## config.mk

```make
export PLATFORM = sky130hd
export DESIGN_NAME = io_space_decoder
export DESIGN_NICKNAME = d
export VERILOG_FILES = /design/src/rtl/io_dec_pkg.sv /design/src/rtl/io_lane_classify.sv /design/src/rtl/io_select_gen.sv /design/src/rtl/io_read_fill.sv /design/src/rtl/io_space_decoder.sv
export SDC_FILE = /design/constraint.sdc
export NUM_CORES = 1
export LEC_CHECK = 0
export BUFFER_PORTS_ARGS = -buffer_cell sky130_fd_sc_hd__clkbuf_2
export CELL_PAD_IN_SITES_DETAIL_PLACEMENT = 2
export CELL_PAD_IN_SITES_GLOBAL_PLACEMENT = 2
export CORE_UTILIZATION = 23
export DETAILED_ROUTE_END_ITERATION = 7
export GPL_TIMING_DRIVEN = 0
export PLACE_DENSITY_LB_ADDON = 0.1
export SLEW_MARGIN = 10
export SYNTH_ARGS = -nofsm -noshare
export SYNTH_HDL_FRONTEND = slang
export SYNTH_SLANG_ARGS = --single-unit
```

## constraint.sdc

```tcl
create_clock -name clk -period 4.8 [get_ports clk]
set_input_delay 0.48 -clock clk [delete_from_list [all_inputs] [get_ports clk]]
set_output_delay 0.48 -clock clk [all_outputs]
set_load 0.05 [all_outputs]
```

## src/rtl/io_dec_pkg.sv

```systemverilog
package io_dec_pkg;

  localparam int ADDR_W = 24;
  localparam int LANES  = 4;
  localparam int DATA_W = 8 * LANES;
  localparam int CNT_W  = $clog2(LANES + 1);
  localparam int NSLOT  = 5;
  localparam int SLOT_W = $clog2(NSLOT);
  localparam int NROWS  = 7;

  localparam logic [ADDR_W-1:0] REGION_BASE = 24'hFF8000;
  localparam logic [ADDR_W-1:0] SHADOW_LO   = 24'hFF8804;
  localparam logic [ADDR_W-1:0] SHADOW_HI   = 24'hFF88FF;
  localparam logic [ADDR_W-1:0] SHADOW_MASK = 24'hFFF803;

  typedef enum logic [1:0] {
    LK_HOLE    = 2'd0,
    LK_REG     = 2'd1,
    LK_VOID_FF = 2'd2,
    LK_VOID_00 = 2'd3
  } lane_kind_e;

  typedef struct packed {
    logic [ADDR_W-1:0] lo;
    logic [ADDR_W-1:0] hi;
    lane_kind_e        kind;
    logic [SLOT_W-1:0] slot;
  } map_row_t;

  // Range table; a lower row index wins on overlap.
  function automatic map_row_t map_row(input int idx);
    map_row_t r;
    case (idx)
      0:       r = '{lo: 24'hFF8001, hi: 24'hFF8001, kind: LK_REG,     slot: SLOT_W'(0)};
      1:       r = '{lo: 24'hFF8200, hi: 24'hFF8201, kind: LK_REG,     slot: SLOT_W'(1)};
      2:       r = '{lo: 24'hFF8800, hi: 24'hFF8800, kind: LK_REG,     slot: SLOT_W'(2)};
      3:       r = '{lo: 24'hFF8802, hi: 24'hFF8802, kind: LK_REG,     slot: SLOT_W'(3)};
      4:       r = '{lo: 24'hFFFA00, hi: 24'hFFFA03, kind: LK_REG,     slot: SLOT_W'(4)};
      5:       r = '{lo: 24'hFF8204, hi: 24'hFF8207, kind: LK_VOID_FF, slot: SLOT_W'(0)};
      6:       r = '{lo: 24'hFF8208, hi: 24'hFF8209, kind: LK_VOID_00, slot: SLOT_W'(0)};
      default: r = '{lo: '1,         hi: '0,         kind: LK_HOLE,    slot: SLOT_W'(0)};
    endcase
    return r;
  endfunction

endpackage

```

## src/rtl/io_lane_classify.sv

```systemverilog
module io_lane_classify
  import io_dec_pkg::*;
#(
  parameter bit SHADOW_EN = 1'b1
) (
  input  logic [ADDR_W-1:0] addr_i,
  output logic [ADDR_W-1:0] folded_o,
  output lane_kind_e        kind_o,
  output logic [SLOT_W-1:0] slot_o
);

  map_row_t row;

  always_comb begin
    folded_o = addr_i;
    if (SHADOW_EN && (addr_i >= SHADOW_LO) && (addr_i <= SHADOW_HI))
      folded_o = addr_i & SHADOW_MASK;

    kind_o = LK_HOLE;
    slot_o = '0;
    row    = map_row(NROWS);
    // walk from the last row down so the first row has final say
    for (int r = NROWS - 1; r >= 0; r--) begin
      row = map_row(r);
      if ((folded_o >= row.lo) && (folded_o <= row.hi)) begin
        kind_o = row.kind;
        slot_o = row.slot;
      end
    end
  end

endmodule

```

## src/rtl/io_select_gen.sv

```systemverilog
module io_select_gen
  import io_dec_pkg::*;
(
  input  logic                         go_i,
  input  logic [LANES-1:0]             act_i,
  input  lane_kind_e [LANES-1:0]       kind_i,
  input  logic [LANES-1:0][SLOT_W-1:0] slot_i,
  input  logic [CNT_W-1:0]             width_i,
  output logic [LANES-1:0]             lane_sel_o,
  output logic [NSLOT-1:0]             slot_strobe_o,
  output logic                         all_hole_o
);

  logic [CNT_W-1:0] hole_cnt;

  always_comb begin
    lane_sel_o    = '0;
    slot_strobe_o = '0;
    hole_cnt      = '0;
    for (int k = 0; k < LANES; k++) begin
      if (act_i[k] && (kind_i[k] == LK_HOLE))
        hole_cnt = hole_cnt + CNT_W'(1);
      if (go_i && act_i[k] && (kind_i[k] == LK_REG)) begin
        lane_sel_o[k] = 1'b1;
        // lanes of one register merge into a single strobe bit
        for (int s = 0; s < NSLOT; s++)
          if (slot_i[k] == SLOT_W'(s))
            slot_strobe_o[s] = 1'b1;
      end
    end
  end

  assign all_hole_o = (hole_cnt == width_i);

endmodule

```

## src/rtl/io_read_fill.sv

```systemverilog
module io_read_fill
  import io_dec_pkg::*;
(
  input  logic [LANES-1:0]       act_i,
  input  lane_kind_e [LANES-1:0] kind_i,
  input  logic [DATA_W-1:0]      periph_i,
  input  logic [CNT_W-1:0]       width_i,
  output logic [DATA_W-1:0]      rdata_o
);

  logic [DATA_W-1:0] lanes_w;

  always_comb begin
    for (int k = 0; k < LANES; k++) begin
      logic [7:0] b;
      if (!act_i[k])                  b = 8'h00;
      else if (kind_i[k] == LK_REG)     b = periph_i[8*(LANES-1-k) +: 8];
      else if (kind_i[k] == LK_VOID_00) b = 8'h00;
      else                              b = 8'hFF;
      lanes_w[8*(LANES-1-k) +: 8] = b;
    end
    rdata_o = lanes_w >> (8 * (LANES - int'(width_i)));
  end

endmodule

```

## src/rtl/io_space_decoder.sv

```systemverilog
module io_space_decoder
  import io_dec_pkg::*;
#(
  parameter bit SHADOW_EN  = 1'b1,
  parameter int CPU_ADDR_W = 32
) (
  input  logic                    clk,
  input  logic                    rst_n,
  input  logic                    req_valid,
  output logic                    req_ready,
  input  logic [CPU_ADDR_W-1:0]   req_addr,
  input  logic [1:0]              req_size,
  input  logic                    req_write,
  input  logic                    req_super,
  input  logic [DATA_W-1:0]       req_wdata,
  output logic                    rsp_valid,
  input  logic                    rsp_ready,
  output logic [DATA_W-1:0]       rsp_rdata,
  output logic                    rsp_berr,
  output logic                    rsp_illegal,
  output logic [NSLOT-1:0]        slot_strobe,
  output logic                    slot_write,
  output logic [LANES-1:0]        lane_sel,
  output logic [LANES*ADDR_W-1:0] lane_addr,
  output logic [DATA_W-1:0]       bus_wdata,
  input  logic [DATA_W-1:0]       periph_rdata
);

  localparam logic [ADDR_W-1:0] ADDR_TOP = '1;

  logic [ADDR_W-1:0] a24;
  logic              unused_addr_hi;
  logic [CNT_W-1:0]  width_b;
  logic              size_bad;
  logic              priv_fault;
  logic              illegal;
  logic              fire;
  logic              go;
  logic              all_hole;
  logic [DATA_W-1:0] fill_data;

  logic [LANES-1:0][ADDR_W-1:0] lane_raw;
  logic [LANES-1:0][ADDR_W-1:0] lane_fold;
  lane_kind_e [LANES-1:0]       lane_kind;
  logic [LANES-1:0][SLOT_W-1:0] lane_slot;
  logic [LANES-1:0]             lane_act;

  assign a24            = req_addr[ADDR_W-1:0];
  assign unused_addr_hi = ^req_addr[CPU_ADDR_W-1:ADDR_W];

  always_comb begin
    size_bad = 1'b0;
    case (req_size)
      2'b00:   width_b = CNT_W'(1);
      2'b01:   width_b = CNT_W'(2);
      2'b10:   width_b = CNT_W'(4);
      default: begin
        width_b  = CNT_W'(LANES);
        size_bad = 1'b1;
      end
    endcase
  end

  assign priv_fault = (a24 < REGION_BASE) || !req_super;
  assign illegal    = size_bad ||
                      (a24 > (ADDR_TOP - ADDR_W'(width_b) + ADDR_W'(1)));

  assign req_ready = !rsp_valid || rsp_ready;
  assign fire      = req_valid && req_ready;
  assign go        = fire && !priv_fault && !illegal;

  for (genvar k = 0; k < LANES; k++) begin : g_lane
    assign lane_raw[k] = a24 + ADDR_W'(k);
    assign lane_act[k] = (CNT_W'(k) < width_b);

    io_lane_classify #(.SHADOW_EN(SHADOW_EN)) u_cls (
      .addr_i   (lane_raw[k]),
      .folded_o (lane_fold[k]),
      .kind_o   (lane_kind[k]),
      .slot_o   (lane_slot[k])
    );

    assign lane_addr[k*ADDR_W +: ADDR_W] = lane_fold[k];
  end

  io_select_gen u_sel (
    .go_i          (go),
    .act_i         (lane_act),
    .kind_i        (lane_kind),
    .slot_i        (lane_slot),
    .width_i       (width_b),
    .lane_sel_o    (lane_sel),
    .slot_strobe_o (slot_strobe),
    .all_hole_o    (all_hole)
  );

  io_read_fill u_fill (
    .act_i    (lane_act),
    .kind_i   (lane_kind),
    .periph_i (periph_rdata),
    .width_i  (width_b),
    .rdata_o  (fill_data)
  );

  assign slot_write = req_write && (|lane_sel);
  assign bus_wdata  = req_wdata << (8 * (LANES - int'(width_b)));

  always_ff @(posedge clk or negedge rst_n) begin
    if (!rst_n) begin
      rsp_valid   <= 1'b0;
      rsp_rdata   <= '0;
      rsp_berr    <= 1'b0;
      rsp_illegal <= 1'b0;
    end else if (fire) begin
      rsp_valid   <= 1'b1;
      rsp_berr    <= priv_fault || (!illegal && all_hole);
      rsp_illegal <= !priv_fault && illegal;
      rsp_rdata   <= (go && !req_write && !all_hole) ? fill_data : '0;
    end else if (rsp_ready) begin
      rsp_valid   <= 1'b0;
    end
  end

endmodule

```

## Word level (Yosys, flattened, before mapping)

Index checks and enable logic that the tools add are counted.

- Flip-flop bits (word level): 35
- Bits in latches: 0
- RAM bits: 0
- ROM bits: 0
- Bits of input ports: 104
- Word-level logic and storage cells: 287
- Memories kept: 0

- Add/subtract/negate cells: 9
- $mul: 0
- Div/mod/pow operators: 0
- $lt $le $gt $ge: 70
- Equal/unequal tests: 27
- Shift operators: 2
- Muxes and demuxes: 101
- Bitwise logic cells: 0
- Reductions and logical operators: 74

Operator list:

| kind | number |
|---|---|
| 24-bit >= comparator (second input constant) | 32 |
| 24-bit less-or-equal comparator (second input constant) | 32 |
| 8-bit 2-to-1 mux | 12 |
| 3-bit 2-to-1 mux | 23 |
| 2-bit 2-to-1 mux | 28 |
| 1-bit logical AND | 52 |
| 24-bit by 2-bit adder with 24-bit output (second input constant) | 2 |
| 11-bit 2-to-1 mux | 4 |
| 32-bit 2-to-1 mux | 1 |
| 32-bit by 32-bit << shifter with 32-bit output | 1 |
| 32-bit by 32-bit right shift with 32-bit output | 1 |
| 1-bit 2-to-1 mux | 28 |
| 24-bit by 1-bit adder with 24-bit output (second input constant) | 1 |
| 3-bit by 2-bit equality test with 1-bit output (second input constant) | 8 |
| 24-bit greater-than comparator | 1 |
| 24-bit < comparator (second input constant) | 1 |
| 5-bit 2-to-1 mux | 4 |
| 3-bit by 1-bit equality test with 1-bit output (second input constant) | 4 |
| 3-bit equality test (second input constant) | 4 |
| 3-bit logical NOT | 4 |
| 2-bit by 1-bit equality test with 1-bit output (second input constant) | 5 |
| 2-bit equality test (second input constant) | 5 |
| 2-bit logical NOT | 5 |
| 3-bit by 1-bit adder with 3-bit output (second input constant) | 2 |
| 13 further kinds | 23 |

## Logic depth before layout (Yosys ltp)

- Depth after elaboration: 25
- Gate-level depth with buffers: 25
- Mapped depth without buffers: 23

## Hierarchy

A second synthesis with hierarchy kept.

- Cells, all modules: 952
- Area total of the unflattened synthesis: 6856.6 sq um

Modules (own cells, without submodules):

| module | instances | cells each | area an instance (sq um) |
|---|---|---|---|
| io_space_decoder | 1 | 495 | 3799.9 |
| io_lane_classify | 4 | 59 | 420.4 |
| io_read_fill | 1 | 153 | 893.4 |
| io_select_gen | 1 | 68 | 481.7 |

## Least setup slack after synthesis

No wires, ideal clock.

- Path type: input port to output port
- From: input port req_addr[0]
- To: output port slot_write
- Arrival: 5.999 ns
- Setup slack: -1.679 ns
- Stages: 15
- Cell sequence: clkbuf_1 inv_1 ha_1 clkbuf_1 nand3b_1 nor4_2 xor2_1 o211ai_1 or4bb_1 a211oi_1 o22ai_1 and2_1 buf_2 nor3_1 o41a_1

- Elaborated cells between the ends (all ways): 157
- Classes of those cells: add/sub (3); order compare (66); eq/ne (4); mux (36); reduce/logical (48)

RTL lines:

| what | line | RTL |
|---|---|---|
| from (decl) | io_space_decoder.sv:11 | `input logic [CPU_ADDR_W-1:0] req_addr,` |
| 24-bit by 1-bit adder with 24-bit output * | io_space_decoder.sv:73 | `assign lane_raw[k] = a24 + ADDR_W'(k);` |
| 11-bit 2-to-1 mux * | io_lane_classify.sv:16 | `if (SHADOW_EN && (addr_i >= SHADOW_LO) && (addr_i <= SHADOW_HI))` |
| via lane_addr[24] | io_space_decoder.sv:24 | `output logic [LANES*ADDR_W-1:0] lane_addr,` |
| 24-bit >= comparator / 24-bit less-or-equal comparator (equally long branches) | io_lane_classify.sv:25 | `if ((folded_o >= row.lo) && (folded_o <= row.hi)) begin` |
| 1-bit logical AND | io_lane_classify.sv:25 |  |
| 2-bit 2-to-1 mux (6 in series) | io_lane_classify.sv:25 |  |
| 2-bit 2-to-1 mux * | io_lane_classify.sv:25 |  |
| 2-bit by 1-bit equality test with 1-bit output * | io_select_gen.sv:23 | `if (go_i && act_i[k] && (kind_i[k] == LK_REG)) begin` |
| 1-bit logical AND * | io_select_gen.sv:23 |  |
| 1-bit 2-to-1 mux * | io_select_gen.sv:23 |  |
| 4-bit OR reduction * | io_space_decoder.sv:105 | `assign slot_write = req_write && (\|lane_sel);` |
| 1-bit logical AND * | io_space_decoder.sv:105 |  |
| to (decl) | io_space_decoder.sv:22 | `output logic slot_write,` |

Mark *: on every way through the listed nets, which the timed path passes. The rest lies on a longest branch.

## Final worst setup path

- From: input port req_addr[7]
- To: register rsp_rdata[8]

- Word-level cells in the longest chain between the ends: 25
- Elaborated cells between the ends (all ways): 180
- Classes of those cells: add/sub (6); order compare (66); eq/ne (9); shift (1); mux (49); reduce/logical (49)

RTL lines:

| what | line | RTL |
|---|---|---|
| parallel branches: the longest is 24 deep, another holds 24-bit by 1-bit adder with 24-bit output | n/a |  |
| 32-bit 2-to-1 mux * | io_space_decoder.sv:118 | `rsp_rdata <= (go && !req_write && !all_hole) ? fill_data : '0;` |
| to (signal assigned) | io_space_decoder.sv:118 |  |
| to (decl) | io_space_decoder.sv:18 | `output logic [DATA_W-1:0] rsp_rdata,` |

Mark *: on every way between the ends.
A chain may end at the register's enable or synchronous reset.

==> flow_summary.yaml <==
critical_path:
  startpoint_type: "input port"
  critical-path-top-delay-family: "simple AND/OR/NAND/NOR gates"
  critPathSlowestCell: "or3_4"
  path_class: "in -> reg"
  max_stage_delay_ps: 400
  cp_max_fo: 10
  worst_ep_arrival_time_ps: 5140
  cp_cell_sequence: "clkbuf_2, nand4_4, or2_4, nor4b_4, xnor2_2, nand4_1, nor3_4, nand2_2, nor2_4, and2_4, a21oi_4, nor3_2, nor3_2, ha_4, nand2b_4, nand2_4, ha_4, nand4_1, o31ai_4, xor2_2, or3_4, o41ai_4, buf_6, a22o_1"
  worstSetupEndpointType: "flop"
  cp.required_ps: 5020
  worst-path-buf-inv: 2
logic_synthesis:
  synthCells: 957
  synth_area_leaders: "dfrtp_1 14%, nand2_1 9.5%, ha_1 5.4%"
  synthTopCellsByCount: "163 x nand2_1, 76 x nor2_1, 45 x a21oi_1, 42 x o21ai_0, 39 x and3_1"
  yosysWarningCount: 0
  ys_seq_elements: 35
  yosysMostFrequentCell: "nand2_1"
  async_flop_share_pct: 100
  synth_top_area_share_pct: 13.6
  yosys_most_used_dff: "dfrtp_1"
  yosysUniqueCellTypes: 84
  syn_area_mm2: 0.00646
  synth_top_cell_by_area: "dfrtp_1"
  synth_seq_area_share_pct: 13.6
  synth-edff-count: 0
  avgSynthCellArea_um2: 6.75
routing:
  totalWireLength_um: 40700
  vias: 9282
  via_per_inst: 5.44
  drtPass1Iterations: 5
  post_drt_wl_per_cell_um: 23.9
  drc: 0
  drt_iter0_markers: 704
  drtAntennaViolNets: 0
sta:
  finalCriticalPeriod_ps: 4930
  worst_pin_slew_ps: 1120
  final.setup.worst_slack_ps: -126
  relSlewSlack_pct: 24.5
  hold_viol_final: 0
  max_freq_mhz: 203
  grt_setup_unrepaired: "true"
  hold_ws_ps: 342
  finClkSkew_ps: 3.41
  finalSetupViolCount: 33
  fin_crit_sh_pct: 103
  slew_violations: 0
die:
  initial_utilization_pct: 23.7
  core_mm2: 0.0273
  num_rows: 60
  ios: 278
  die_w_um: 170
  die_h_um: 170
  die_area_mm2: 0.0288
run_status:
  status: "finished, violations left"
  failed_checks: "setup timing"
clocking:
  htree_levels: 2
  clkSlewWorstSetupHoldPaths_ps: 50
  cts_buffers: 5
  clockBufferDepth: 2
  cts_hold_buf: 0
  clock_sinks: 35
  cts_tree: "done"
  cts_root_buf: "clkbuf_16"
  clock_latency_ps: 280
global_route:
  grt_pass1_vias: 9360
  grt.overflow.total: 0
  antenna_found_initial: 0
  grt_max_degree: 36
  grt_pass1_wl_um: 57900
  gr-usage-all-layers_pct: 26.6
pwr:
  peakVddDrop_mv: 0.0977
  leakage_uw: 0.00485
  p_per_area_mw_per_mm2: 151
job:
  maxCapViolations: 0
final_layout:
  drive_above_1_share_pct: 46.9
  nets: 1467
  antennaDiodeCount: 0
  area_growth_syn_to_layout_pct: 67.4
place:
  post-dp-hpwl_um: 30800
  port_buffers: 263
  gp_congestion: 0.886
  dp_slack_ps: -2000
worst_hold_path:
  hp-class: "in -> async"
==> layer usage <==
| metal | up-vias | global-route usage [%] | part of all wire, % |
|---|---|---|---|
| met3 | 29 | 3.94 | 5.1 |
| met5 | - | 0 | 0 |
| met4 | 0 | 4.31 | 1.0 |
| met2 | 315 | 43.1 | 47 |
| li1 | 4201 | - | - |
| met1 | 4737 | 37.6 | 46 |
==> worst reg2reg max path, stage by stage (launching register included) <==
cell and delay [ps]:
dfrtp_1 380, nand2b_1 160, nand3_1 120, nor2_1 380, nand3_4 250, buf_4 230, or4_4 480, o22a_4 330
o21ai_2 160
==> sequential cells by signal (all words and copies together) (netlist names) <==
name / flops
rsp_rdata: 32
rsp_valid: 1
rsp_berr: 1
rsp_illegal: 1
==> power breakdown <==
part | total, µW | internal, µW | switching (µW)
Combinational | 1030 | 306 | 727
Sequential | 296 | 296 | 0.378
Clock | 302 | 187 | 116
Total | 1630 | 789 | 844
==> logic make-up (layout without fill, tap and decap cells) <==
| group | Yosys count | after routing | synth area share (%) |
|---|---|---|---|
| compound gates | 228 | 228 | 23.9 |
| xor+xnor | 60 | 60 | 8.13 |
| fa+ha+maj | 28 | 28 | 5.42 |
| buf+inv | 108 | 475 | 8.35 |
| flops | 35 | 35 | 13.6 |
| mux | 9 | 9 | 1.39 |
| other cells | 1 | 11 | 0.0580 |
| simple gates | 488 | 488 | 39.2 |
==> cell usage in the layout, fill, tap and decap left out, types with 20 or more instances in the layout <==
| cell type | n |
|---|---|
| o21ai_2 | 25 |
| buf_6 | 23 |
| o211ai_1 | 20 |
| nand2_1 | 148 |
| nand3_1 | 27 |
| and3_1 | 38 |
| clkbuf_2 | 252 |
| inv_1 | 20 |
| nand4_1 | 24 |
| ha_1 | 20 |
| buf_4 | 116 |
| nor2_1 | 70 |
| dfrtp_1 | 35 |
| a21oi_1 | 38 |
| o21ai_0 | 23 |
| clkbuf_1 | 22 |
==> worst paths after layout <==
check                                               start                         to  slack, ps  cells after the start
worst max-delay path                          req_addr[7]   rsp_rdata[8]$_DFFE_PN0P_       -130                     24
worst min-delay path                                rst_n      rsp_valid$_DFFE_PN0P_        340                      1
worst max register to register      rsp_valid$_DFFE_PN0P_  rsp_rdata[21]$_DFFE_PN0P_       2240                      8
worst min register to register  rsp_rdata[31]$_DFFE_PN0P_  rsp_rdata[31]$_DFFE_PN0P_        480                      2
max in group asynchronous                           rst_n  rsp_rdata[15]$_DFFE_PN0P_       3870                      1
min in group clk                                req_valid      rsp_valid$_DFFE_PN0P_        460                      2
==> cell type report <==
cell class                 instances  area (µm²)
buffer                            80         621
clock buffer                       6         129
fill                            3183       16400
inverter                          24         109
multi-input combinational        824        6350
sequential                        35         876
tap                              372         465
timing repair buffer             365        2260
==> stage by stage <==
stage          total power, µW  TNS, ps  cell area (µm²)  instances  utilization (%)
5_1_grt                   1700    -7110            10800       1706             39.7
6_report                  1630    -2080            10800       1706             39.7
4_1_cts                   1570     -235            10100       1674             37.0
2_1_floorplan              910    -1780             7090        967                -
3_5_place_dp              1190   -66430             8880       1602             32.6
3_3_place_gp              1180   -65020             8870       1602             32.6
==> what timing repair did <==
item	4_1_cts	5_1_grt
pin swaps	50	80
endpoints found under the hold margin	0	0
setup endpoints to repair	47	41
resized for setup	127	141
buffers inserted	66	35
cloned	1	0
No activity file was read; power rests on OpenSTA's default activity.
